**src/rtl/pgwr_pkg.sv**
```systemverilog
package pgwr_pkg;

  typedef enum logic [1:0] {
    PG_IDLE = 2'd0,
    PG_FILL = 2'd1,
    PG_PROG = 2'd2
  } pg_state_e;

  // Offset advance inside a power-of-two page: wraps to zero at the end.
  function automatic int unsigned pg_wrap_inc(input int unsigned off,
                                              input int unsigned page);
    return (off + 1) % page;
  endfunction

endpackage

```
**src/rtl/pgwr_buffer.sv**
```systemverilog
module pgwr_buffer
  import pgwr_pkg::*;
#(
  parameter int PAGE_BYTES = 32,
  parameter int DATA_W     = 8
) (
  input  logic                          clk,
  input  logic                          rst_n,
  input  logic                          load_i,
  input  logic [$clog2(PAGE_BYTES)-1:0] load_off_i,
  input  logic                          store_i,
  input  logic [DATA_W-1:0]             store_data_i,
  input  logic                          clear_i,
  input  logic [$clog2(PAGE_BYTES)-1:0] rd_off_i,
  output logic [DATA_W-1:0]             rd_data_o,
  output logic                          rd_valid_o,
  output logic                          any_valid_o
);
  localparam int OFF_W = $clog2(PAGE_BYTES);

  logic [OFF_W-1:0]      ptr_q;
  logic [PAGE_BYTES-1:0] valid_q;
  logic [DATA_W-1:0]     slot_q [PAGE_BYTES];
  logic [OFF_W-1:0]      ptr_next;

  assign ptr_next = OFF_W'(pg_wrap_inc(int'(ptr_q), PAGE_BYTES));

  always_ff @(posedge clk) begin
    if (!rst_n) begin
      ptr_q   <= '0;
      valid_q <= '0;
    end else if (load_i) begin
      ptr_q   <= load_off_i;
      valid_q <= '0;
    end else if (clear_i) begin
      valid_q <= '0;
    end else if (store_i) begin
      valid_q[ptr_q] <= 1'b1;
      ptr_q          <= ptr_next;
    end
  end

  // One data register per page slot; written only when the pointer selects it.
  for (genvar gi = 0; gi < PAGE_BYTES; gi++) begin : g_slot
    always_ff @(posedge clk) begin
      if (store_i && !load_i && !clear_i && (ptr_q == OFF_W'(gi)))
        slot_q[gi] <= store_data_i;
    end
  end

  assign rd_data_o   = slot_q[rd_off_i];
  assign rd_valid_o  = valid_q[rd_off_i];
  assign any_valid_o = |valid_q;

  // a stored byte marks its slot valid on the next cycle
  p_store_marks_r2: assert property (@(posedge clk) disable iff (!rst_n)
    (store_i && !load_i && !clear_i) |=> valid_q[$past(ptr_q)]);

  // a load leaves an empty buffer
  p_load_empties_r8: assert property (@(posedge clk) disable iff (!rst_n)
    load_i |=> !any_valid_o);

endmodule

```
**src/rtl/pgwr_ctrl.sv**
```systemverilog
module pgwr_ctrl
  import pgwr_pkg::*;
#(
  parameter int PAGE_BYTES  = 32,
  parameter int PROG_CYCLES = 40
) (
  input  logic                          clk,
  input  logic                          rst_n,
  input  logic                          begin_i,
  input  logic                          byte_i,
  input  logic                          hold_i,
  input  logic                          stop_i,
  input  logic                          abort_i,
  input  logic                          any_valid_i,
  output logic                          load_o,
  output logic                          store_o,
  output logic                          clear_o,
  output logic                          busy_o,
  output logic                          scan_live_o,
  output logic [$clog2(PAGE_BYTES)-1:0] scan_off_o
);
  localparam int OFF_W = $clog2(PAGE_BYTES);
  localparam int CNT_W = $clog2(PROG_CYCLES);
  localparam logic [CNT_W-1:0] CNT_LAST = CNT_W'(PROG_CYCLES - 1);
  localparam logic [CNT_W-1:0] CNT_LIVE = CNT_W'(PAGE_BYTES);

  pg_state_e        state_q, state_d;
  logic [CNT_W-1:0] cnt_q, cnt_d;

  // Named events for the assertions and the datapath.
  logic in_fill, in_prog;
  logic ev_open, ev_restart, ev_abort, ev_stop, ev_commit, ev_store, ev_prog_end;

  always_comb begin
    in_fill     = (state_q == PG_FILL);
    in_prog     = (state_q == PG_PROG);
    ev_open     = (state_q == PG_IDLE) && begin_i;
    ev_restart  = in_fill && begin_i;
    ev_abort    = in_fill && !begin_i && abort_i;
    ev_stop     = in_fill && !begin_i && !abort_i && stop_i;
    ev_commit   = ev_stop && any_valid_i;
    ev_store    = in_fill && !begin_i && !abort_i && !stop_i && byte_i && !hold_i;
    ev_prog_end = in_prog && (cnt_q == CNT_LAST);
  end

  always_comb begin
    state_d = state_q;
    cnt_d   = cnt_q;
    unique case (state_q)
      PG_IDLE: if (ev_open) state_d = PG_FILL;
      PG_FILL: begin
        if (ev_abort) state_d = PG_IDLE;
        else if (ev_commit) begin
          state_d = PG_PROG;
          cnt_d   = '0;
        end else if (ev_stop) state_d = PG_IDLE;
      end
      PG_PROG: begin
        if (ev_prog_end) begin
          state_d = PG_IDLE;
          cnt_d   = '0;
        end else begin
          cnt_d = cnt_q + 1'b1;
        end
      end
      default: state_d = PG_IDLE;
    endcase
  end

  always_ff @(posedge clk) begin
    if (!rst_n) begin
      state_q <= PG_IDLE;
      cnt_q   <= '0;
    end else begin
      state_q <= state_d;
      cnt_q   <= cnt_d;
    end
  end

  assign load_o      = ev_open || ev_restart;
  assign store_o     = ev_store;
  assign clear_o     = ev_abort || ev_prog_end;
  assign busy_o      = in_prog;
  assign scan_live_o = in_prog && (cnt_q < CNT_LIVE);
  assign scan_off_o  = cnt_q[OFF_W-1:0];

  // the busy interval only starts from a stop strobe
  p_busy_from_stop_r5: assert property (@(posedge clk) disable iff (!rst_n)
    $rose(busy_o) |-> $past(stop_i));

  // busy ends only after the full count
  p_busy_len_r5: assert property (@(posedge clk) disable iff (!rst_n)
    $fell(busy_o) |-> ($past(cnt_q) == CNT_LAST));

  // no buffer activity while the programming interval runs
  p_deaf_busy_r10: assert property (@(posedge clk) disable iff (!rst_n)
    busy_o |-> (!load_o && !store_o));

  // an empty stop never starts programming
  p_empty_stop_r7: assert property (@(posedge clk) disable iff (!rst_n)
    (ev_stop && !any_valid_i) |=> !busy_o);

endmodule

```
**src/rtl/pgwr_commit.sv**
```systemverilog
module pgwr_commit #(
  parameter int ADDR_W      = 13,
  parameter int DATA_W      = 8,
  parameter int PAGE_BYTES  = 32,
  parameter int PROG_CYCLES = 40
) (
  input  logic              clk,
  input  logic              rst_n,
  input  logic              wr_start,
  input  logic [ADDR_W-1:0] wr_addr,
  input  logic              wc_hold,
  input  logic              byte_stb,
  input  logic [DATA_W-1:0] byte_data,
  input  logic              stop_stb,
  input  logic              abort_stb,
  output logic              mem_we,
  output logic [ADDR_W-1:0] mem_addr,
  output logic [DATA_W-1:0] mem_wdata,
  output logic              busy
);
  localparam int OFF_W  = $clog2(PAGE_BYTES);
  localparam int PAGE_W = ADDR_W - OFF_W;

  logic              load, store, clear, scan_live, rd_valid, any_valid;
  logic [OFF_W-1:0]  scan_off;
  logic [DATA_W-1:0] rd_data;
  logic [PAGE_W-1:0] page_q;

  pgwr_ctrl #(.PAGE_BYTES(PAGE_BYTES), .PROG_CYCLES(PROG_CYCLES)) u_ctrl (
    .clk         (clk),
    .rst_n       (rst_n),
    .begin_i     (wr_start),
    .byte_i      (byte_stb),
    .hold_i      (wc_hold),
    .stop_i      (stop_stb),
    .abort_i     (abort_stb),
    .any_valid_i (any_valid),
    .load_o      (load),
    .store_o     (store),
    .clear_o     (clear),
    .busy_o      (busy),
    .scan_live_o (scan_live),
    .scan_off_o  (scan_off)
  );

  pgwr_buffer #(.PAGE_BYTES(PAGE_BYTES), .DATA_W(DATA_W)) u_buf (
    .clk          (clk),
    .rst_n        (rst_n),
    .load_i       (load),
    .load_off_i   (wr_addr[OFF_W-1:0]),
    .store_i      (store),
    .store_data_i (byte_data),
    .clear_i      (clear),
    .rd_off_i     (scan_off),
    .rd_data_o    (rd_data),
    .rd_valid_o   (rd_valid),
    .any_valid_o  (any_valid)
  );

  always_ff @(posedge clk) begin
    if (!rst_n)    page_q <= '0;
    else if (load) page_q <= wr_addr[ADDR_W-1:OFF_W];
  end

  assign mem_we    = scan_live && rd_valid;
  assign mem_addr  = {page_q, scan_off};
  assign mem_wdata = rd_data;

  // array writes only inside the busy interval
  p_we_in_busy_r6: assert property (@(posedge clk) disable iff (!rst_n)
    mem_we |-> busy);

  // buffer is empty once the interval ends
  p_end_empty_r5: assert property (@(posedge clk) disable iff (!rst_n)
    $fell(busy) |-> !any_valid);

  // page stays fixed across consecutive busy cycles
  p_page_fixed_r3: assert property (@(posedge clk) disable iff (!rst_n)
    (busy && $past(busy)) |-> $stable(page_q));

endmodule

```
**config.mk**
```make
export PLATFORM = sky130hd
export DESIGN_NAME = pgwr_commit
export DESIGN_NICKNAME = d
export VERILOG_FILES = /design/src/rtl/pgwr_pkg.sv /design/src/rtl/pgwr_buffer.sv /design/src/rtl/pgwr_ctrl.sv /design/src/rtl/pgwr_commit.sv
export SDC_FILE = /design/constraint.sdc
export NUM_CORES = 1
export LEC_CHECK = 0
export ABC_AREA = 1
export CAP_MARGIN = 25
export CORE_MARGIN = 4
export CORE_UTILIZATION = 55
export CTS_BUF_LIST = sky130_fd_sc_hd__clkbuf_2
export DETAILED_ROUTE_END_ITERATION = 12
export DONT_BUFFER_PORTS = 1
export PLACE_DENSITY = 0.75
export RECOVER_POWER = 100
export SLEW_MARGIN = 20
export SYNTH_ARGS = -nofsm -noshare
export SYNTH_HDL_FRONTEND = slang
export SYNTH_SLANG_ARGS = --single-unit
```
**constraint.sdc**
```tcl
create_clock -name clk -period 5.6 [get_ports clk]
set_input_delay 1.4 -clock clk [delete_from_list [all_inputs] [get_ports clk]]
set_output_delay 1.4 -clock clk [all_outputs]
set_load 0.02 [all_outputs]
```
==> qor.csv, run 1 <==
stage;metric;value;unit
yosys;syn_inst;1282;
global_routing;grt_overflow;0;
timing;rsz0062_at_grt;no;
cts;tritoncts;done;
routing;detail_route.wl_per_cell;18.98;µm
worst_setup_path;cp-start-kind;flip-flop;
timing;max_slew.worst_pin.slew;1.515;ns
timing;final_worst_path_period_need;4.969;ns
cts;worst_skew_pair_later_pin_latency;0.83;ns
placement;post-dp-hpwl;18.70;mm
routing;detail_route.vias_per_cell;5.645;
yosys;dominantRegCellSynth;edfxtp_1;
timing;finalSetupViolations;0;
pwr;vdd.ir_drop.worst;0.1416;mV
yosys;synth_most_common_cell;nand2_1;
yosys;async_sr_flop_fraction;0;%
placement;numPortBuffers;0;
yosys;syn_area_per_cell;10.27;µm²
pwr;post-layout-total-power;4.057;mW
job;cap_violations;1;
final_layout;design.final.nets;1332;
timing;tns;0;ns
worst_setup_path;crit_path_end_kind;output port;
worst_setup_path;crit_type;reg -> out;
worst_setup_path;critPathArrivalTime;3.57;ns
worst_setup_path;worst-endpoint-required;4.20;ns
timing;timing.final.max_slew_violations;33;
yosys;synth.yosys.warnings;0;
routing;vias;9439;
placement;dpl_worst_slack;1.165;ns
routing;drtPass1Iterations;5;
run_status;run_status;finished with violations;
cts;cts.htree.levels;3;
cts;clock_sink_count;314;
run_status;failing_checks;capacitance limit, slew limit;
timing;final.setup.worst_slack;0.6307;ns
yosys;syn-cell-area;13170;µm²
die;fp.dieH;162.7;µm
global_routing;grt_pass1_vias;9149;
placement;routabilityCongestion;0.8916;
timing;worst_slew_margin_rel;-1.028;%
timing;finalHoldViolCount;0;
yosys;synth_seq_area_share;67.19;%
pwr;power_density;290.8;nW/µm²
timing;maximum_clock_frequency;0.2012;GHz
routing;remaining_drc_errors;0;
die;die_boundary_width;162.7;µm
pwr;power.static_leakage;5.362;nW
timing;worst_skew;0.06751;ns
final_layout;layout_cells_sized_above_1;10.21;%
cts;clock_tree.root_cell;clkbuf_2;
routing;finalWirelength;31.74;mm
die;initial_core_utilization;55.94;%
yosys;synthTopCellsByArea;edfxtp_1 58%, nand2_1 10%, dfxtp_1 8.8%;
cts;clock_pin_transition_on_the_worst_setup_and_hold_timing_paths;0.11;ns
global_routing;grt_pass1_wl;49.52;mm
global_routing;grt_start_max_net_pins;79;
cts;cts-root-to-sink-buffers;3;
die;die_area;26480;µm²
yosys;synthTopCellsByCount;355 x nand2_1, 256 x edfxtp_1, 210 x nand3_1;
yosys;synth_cell_types;29;
yosys;synth_edf_count;256;
global_routing;grt_antenna_before_repair;1;
min_path;worstHoldPathType;reg -> reg;
timing;final_critical_path_share_of_the_clock_period;88.74;%
yosys;ys_ff_latch;314;
die;fp.coreArea;23540;µm²
global_routing;grtUsageTotal;24.15;%
routing;antenna_left;0;
yosys;syn-num-nets;1317;
die;boundaryPins;51;
die;row_count;56;
worst_setup_path;critical_path_peak_fanout;78;
routing;dr.first_iter.drc_count;1093;
final_layout;synthToLayoutAreaGrowth;5.929;%
yosys;synth_top_area_share;58.38;%
yosys;synth_top_area_cell;edfxtp_1;
cts;tritoncts.num_buffers;77;
## placed cells by master, fill, tap and decap left out
| cell | synthesis | final |
|---|---|---|
| dfxtp_1 | 58 | 56 |
| o31ai_1 | 8 | 8 |
| clkbuf_1 | 17 | 4 |
| ha_1 | 7 | 7 |
| diode_2 | 0 | 1 |
| nand3_1 | 210 | 210 |
| bufinv_16 | 0 | 1 |
| inv_1 | 85 | 85 |
| dfxtp_2 | 0 | 1 |
| dfxtp_4 | 0 | 1 |
| buf_12 | 0 | 2 |
| clkinv_1 | 2 | 13 |
| inv_2 | 4 | 6 |
| nand4_1 | 6 | 6 |
| clkbuf_4 | 0 | 1 |
| nor3_1 | 1 | 1 |
| a31oi_1 | 3 | 3 |
| a21oi_1 | 101 | 101 |
| o2111ai_1 | 0 | 1 |
| nor3_2 | 1 | 1 |
| xor2_1 | 2 | 2 |
| nand2_1 | 355 | 356 |
| inv_4 | 0 | 1 |
| clkinv_2 | 0 | 1 |
| nor4_1 | 1 | 1 |
| clkbuf_2 | 0 | 118 |
| o21bai_1 | 1 | 1 |
| o221ai_1 | 1 | 1 |
| edfxtp_1 | 256 | 256 |
| nor2_1 | 78 | 79 |
| o21ai_0 | 22 | 23 |
| buf_4 | 15 | 5 |
## stage by stage
| stage | std cells | hold slack, ns | utilization, % | instance area, µm² |
|---|---|---|---|---|
| global route | 1672 | 0.4896 | 59.25 | 13950 |
| detailed placement | 1536 | 0.4589 | 56.38 | 13270 |
| global placement | 1535 | 0.4493 | 56.35 | 13270 |
| finish | 1672 | 0.4708 | 59.25 | 13950 |
| CTS | 1670 | 0.4728 | 59.26 | 13950 |
| floorplan | 1282 | 0.4350 | - | 13170 |
## state kept, by name, summed over array words and instances, names as in the netlist, named ones only
signal / cells
u_buf.valid_q: 32
u_ctrl.cnt_q: 6
page_q: 8
u_buf.slot_q: 256
u_buf.ptr_q: 5
u_ctrl.state_q: 2
## power by group
| group | leakage, nW | switching (mW) | internal (mW) |
|---|---|---|---|
| Clock | 0.538 | 0.880 | 0.598 |
| Sequential | 2.77 | 0.0123 | 2.52 |
| Combinational | 2.05 | 0.0323 | 0.0112 |
## layer usage
metal | track usage (%) | share of wire, % | wire [µm]
met5 | 0 | 0 | 0
met4 | 8.273 | 1.9 | 614
met3 | 5.492 | 11 | 3496
met2 | 38.45 | 48 | 15100
met1 | 33.19 | 39 | 12530
## path summary, 6_finish.rpt
kind | from | end | slack [ns] | depth (start not counted)
max | flip-flop | mem_wdata[4] | 0.63 | 9
max reg2reg | u_ctrl.cnt_q[0]$_SDFFE_PN0P_ | u_buf.valid_q[12]$_SDFFE_PP0P_ | 2.03 | 8
min reg2reg | u_buf.valid_q[20]$_SDFFE_PP0P_ | u_buf.valid_q[20]$_SDFFE_PP0P_ | 0.47 | 2
min | u_buf.valid_q[20]$_SDFFE_PP0P_ | u_buf.valid_q[20]$_SDFFE_PP0P_ | 0.47 | 2
## critical path, stage by stage (launching register included)
cell	delay, ns
dfxtp_4	0.71
clkbuf_4	0.85
nand2_1	0.13
nand3_1	0.13
nand3_1	0.11
nand2_1	0.14
nand2_1	0.08
nand2_1	0.07
nor2_1	0.04
a21oi_1	0.45
## logic make-up after synthesis
family                     after synthesis  synth area share [%]
AOI/OAI and AO/OA                      138                 5.549
xor gates and xnor gates                 2                0.1330
and+or+nand+nor                        654                 20.86
DFF                                    314                 67.19
adders and majority gates                7                0.6651
buffers and inverters                  167                 5.596
## timing repair
| action | 4_1_cts | 5_1_grt |
|---|---|---|
| setup endpoints to repair | 0 | 1 |
| hold buffers | 0 | 0 |
| buffers inserted | 0 | 0 |
| gates resized for setup | 0 | 1 |
## cell type report
| cell class | count | area [µm²] |
|---|---|---|
| clock inverter | 16 | 87.58 |
| clock buffer | 118 | 590.6 |
| fill | 1979 | 9593 |
| multi-input combinational | 801 | 3572 |
| sequential | 314 | 8853 |
| tap | 319 | 399.1 |
| timing repair buffer | 12 | 100.1 |
| inverter | 91 | 344.1 |
| antenna | 1 | 2.502 |
(Power assumes the default switching activity.)
==> inputs of run 2 (changes only) <==
--- a/config.mk
+++ b/config.mk
@@ -7,12 +7,14 @@
 export LEC_CHECK = 0
 export ABC_AREA = 1
 export CAP_MARGIN = 25
+export CELL_PAD_IN_SITES_DETAIL_PLACEMENT = 0
+export CELL_PAD_IN_SITES_GLOBAL_PLACEMENT = 1
 export CORE_MARGIN = 4
 export CORE_UTILIZATION = 55
 export CTS_BUF_LIST = sky130_fd_sc_hd__clkbuf_2
 export DETAILED_ROUTE_END_ITERATION = 12
 export DONT_BUFFER_PORTS = 1
-export PLACE_DENSITY = 0.75
+export PLACE_DENSITY = 0.95
 export RECOVER_POWER = 100
 export SLEW_MARGIN = 20
 export SYNTH_ARGS = -nofsm -noshare
==> run 2 against run 1 <==
The flow still finishes with violations (capacitance limit, slew limit). Fmax fell by 2.9%. Count of clock-buffer cells in the layout decreased by 12. Flip-flop and latch count unchanged. Clock power about the same. Sequential power about the same. Wire length increased by 2.4%. First-iteration DRC count grew 10%. Critical path type unchanged.
==> qor.csv, run 2 (synthesis gave the netlist of run 1 again) <==
stage;metric;value;unit;change
run_status;run_status;finished with violations;;
run_status;failing_checks;capacitance limit, slew limit;;
pwr;power_density;290.6;nW/µm²;about the same
routing;detail_route.vias_per_cell;5.687;;+0.74%
die;die_boundary_width;162.7;µm;unchanged
timing;max_slew.worst_pin.slew;1.523;ns;+0.007902 ns
final_layout;layout.core_utilization;59.08;%;-0.18 points
worst_setup_path;slowest_stage;clkbuf_4;;
final_layout;most-common-layout-cells;356 x nand2_1, 256 x edfxtp_1, 210 x nand3_1;;
final_layout;synthToLayoutAreaGrowth;5.615;%;
worst_setup_path;worst-endpoint-required;4.20;ns;about the same
cts;tritoncts.num_buffers;78;;+1.3%
cts;cts.htree.levels;3;;unchanged
pwr;power_switching;0.9127;mW;-1.2%
timing;worst_slew_margin_rel;-1.555;%;-0.53 points
routing;dr.first_iter.drc_count;1207;;+10%
final_layout;biggestRegsByFlops;u_buf.slot_q (256), u_buf.valid_q (32), page_q (8);;
pwr;power_frac_seq;62.7;%;+0.2 points
job;cap_violations;1;;unchanged
die;boundaryPins;51;;unchanged
final_layout;design.final.nets;1334;;+0.15%
pwr;vdd.ir_drop.worst;0.1193;mV;-16%
timing;rsz0062_at_grt;no;;
pwr;power_report.internal_total;3.129;mW;-0.12%
timing;maximum_clock_frequency;0.1955;GHz;-2.9%
routing;vias;9463;;+0.25%
timing;hold_slack;0.4720;ns;+0.001116 ns
final_layout;layout_commonest_cell;nand2_1;;
final_layout;layout_cells_sized_above_1;9.449;%;-0.76 points
timing;final.setup.worst_slack;0.4842;ns;-0.1465 ns
cts;worst_skew_pair_later_pin_latency;0.83;ns;about the same
die;die_area;26480;µm²;unchanged
cts;cts-root-to-sink-buffers;3;;unchanged
global_routing;grtUsageTotal;24.80;%;+0.66 points
global_routing;grt_use_met1;32.38;%;-0.81 points
worst_setup_path;cp-start-kind;flip-flop;;
pwr;power.clock.fraction;36.2;%;-0.2 points
placement;post-dp-hpwl;19.87;mm;+6.2%
cts;clock_tree.root_cell;clkbuf_2;;
die;initial_core_utilization;55.94;%;unchanged
worst_setup_path;critical_path_cell_by_cell;clkinv_2 > clkbuf_4 > nand2_1 > nand3_1 > nand3_1 > nand2_1 > nand2_1 > nand2_1 > nor2_1 > a21oi_1;;
worst_setup_path;critPathArrivalTime;3.72;ns;+0.15 ns
worst_setup_path;worst_path_most_repeated_cell;nand2_1;;
cts;post_cts.resized_instances;0;;unchanged
global_routing;top_usage_layer;met2;;
cts;cts_hold_repair.buffers;0;;unchanged
pwr;power.static_leakage;5.319;nW;-0.80%
worst_setup_path;max_stage_delay;0.80;ns;-0.05 ns
global_routing;grt_pass1_wl;50.14;mm;+1.3%
worst_setup_path;crit_type;reg -> out;;
pwr;switching_share_of_total_power;22.58;%;-0.20 points
timing;final_critical_path_share_of_the_clock_period;91.35;%;+2.6 points
pwr;comb_power_share;1.1;%;about the same
die;fp.coreArea;23540;µm²;unchanged
worst_setup_path;crit_path_end_kind;output port;;
timing;final_worst_path_period_need;5.116;ns;+0.1465 ns
worst_setup_path;r2r_setup_slack;2.00;ns;-0.03 ns
timing;timing.final.max_slew_violations;33;;unchanged
placement;routabilityCongestion;0.8383;;-6.0%
final_layout;max_flop_register;u_buf.slot_q;;
timing;tns;0;ns;unchanged
timing;finalSetupViolations;0;;unchanged
worst_setup_path;critical_path_peak_fanout;76;;-2.6%
routing;antenna_left;0;;unchanged
global_routing;grt_antenna_before_repair;1;;unchanged
placement;numPortBuffers;0;;unchanged
cts;cts_setup_buffers;0;;unchanged
global_routing;met2_usage;40.04;%;+1.6 points
timing;finalHoldViolCount;0;;unchanged
min_path;worstHoldPathType;reg -> reg;;
cts;clock_pin_transition_on_the_worst_setup_and_hold_timing_paths;0.09;ns;-0.02 ns
placement;dpl_worst_slack;1.453;ns;+0.2876 ns
global_routing;grt_overflow;0;;unchanged
routing;finalWirelength;32.49;mm;+2.4%
global_routing;grt_start_max_net_pins;77;;-2.5%
global_routing;grt_pass1_vias;9125;;-0.26%
cts;clock_sink_count;314;;unchanged
final_layout;largest_register_ff_count;256;;unchanged
cts;tritoncts;done;;
timing;worst_skew;0.05416;ns;-0.01335 ns
die;row_count;56;;unchanged
routing;detail_route.wl_per_cell;19.53;µm;+2.9%
global_routing;global_route.usage.met3;5.594;%;+0.10 points
die;fp.dieH;162.7;µm;unchanged
routing;remaining_drc_errors;0;;unchanged
routing;drtPass1Iterations;5;;unchanged
-- run 2: power by group through the flow --
| stage | clock network, mW | registers [mW] | logic (mW) |
|---|---|---|---|
| 6_report | 1.46 | 2.54 | 0.0439 |
| 5_1_grt | 1.61 | 2.54 | 0.0504 |
| 4_1_cts | 1.49 | 2.54 | 0.0447 |
| 3_5_place_dp | 0 | 2.59 | 0.0447 |
| 3_3_place_gp | 0 | 2.59 | 0.0437 |
| 2_1_floorplan | 0 | 2.59 | 0.0349 |
-- run 2: critical path, delay by kind of cell (launching register included) --
| kind | cells | cell delay, ns |
|---|---|---|
| AND/OR/NAND/NOR | 7 | 0.54 |
| flip-flops | 1 | 0.53 |
| buffers and inverters | 2 | 1.18 |
| AO/OA/AOI/OAI | 1 | 0.58 |
-- run 2: stage by stage --
step | total power [mW] | cells | area, µm²
4_1_cts | 4.067 | 1663 | 13930
5_1_grt | 4.196 | 1664 | 13910
3_5_place_dp | 2.634 | 1538 | 13280
2_1_floorplan | 2.623 | 1282 | 13170
3_3_place_gp | 2.633 | 1537 | 13270
6_report | 4.041 | 1664 | 13910
-- run 2: worst paths after layout --
| check | start | to | cells past startpoint |
|---|---|---|---|
| min | u_buf.valid_q[3]$_SDFFE_PP0P_ | u_buf.valid_q[3]$_SDFFE_PP0P_ | 2 |
| max | flip-flop | mem_wdata[2] | 10 |
| max reg2reg | u_ctrl.cnt_q[0]$_SDFFE_PN0P_ | u_buf.valid_q[18]$_SDFFE_PP0P_ | 8 |
| min reg2reg | u_buf.valid_q[3]$_SDFFE_PP0P_ | u_buf.valid_q[3]$_SDFFE_PP0P_ | 2 |
-- run 2: cell type report --
cell class | count | area, µm²
antenna | 1 | 2.502
clock buffer | 106 | 530.5
clock inverter | 19 | 125.1
fill | 2015 | 9634
inverter | 91 | 342.8
multi-input combinational | 801 | 3572
sequential | 314 | 8853
tap | 319 | 399.1
timing repair buffer | 13 | 82.58
-- run 2: routing by layer --
metal	part of all wire, %	wire length [µm]
met4	3.9	1252
met1	39	12770
met2	48	15490
met5	0	0
met3	9.2	2978
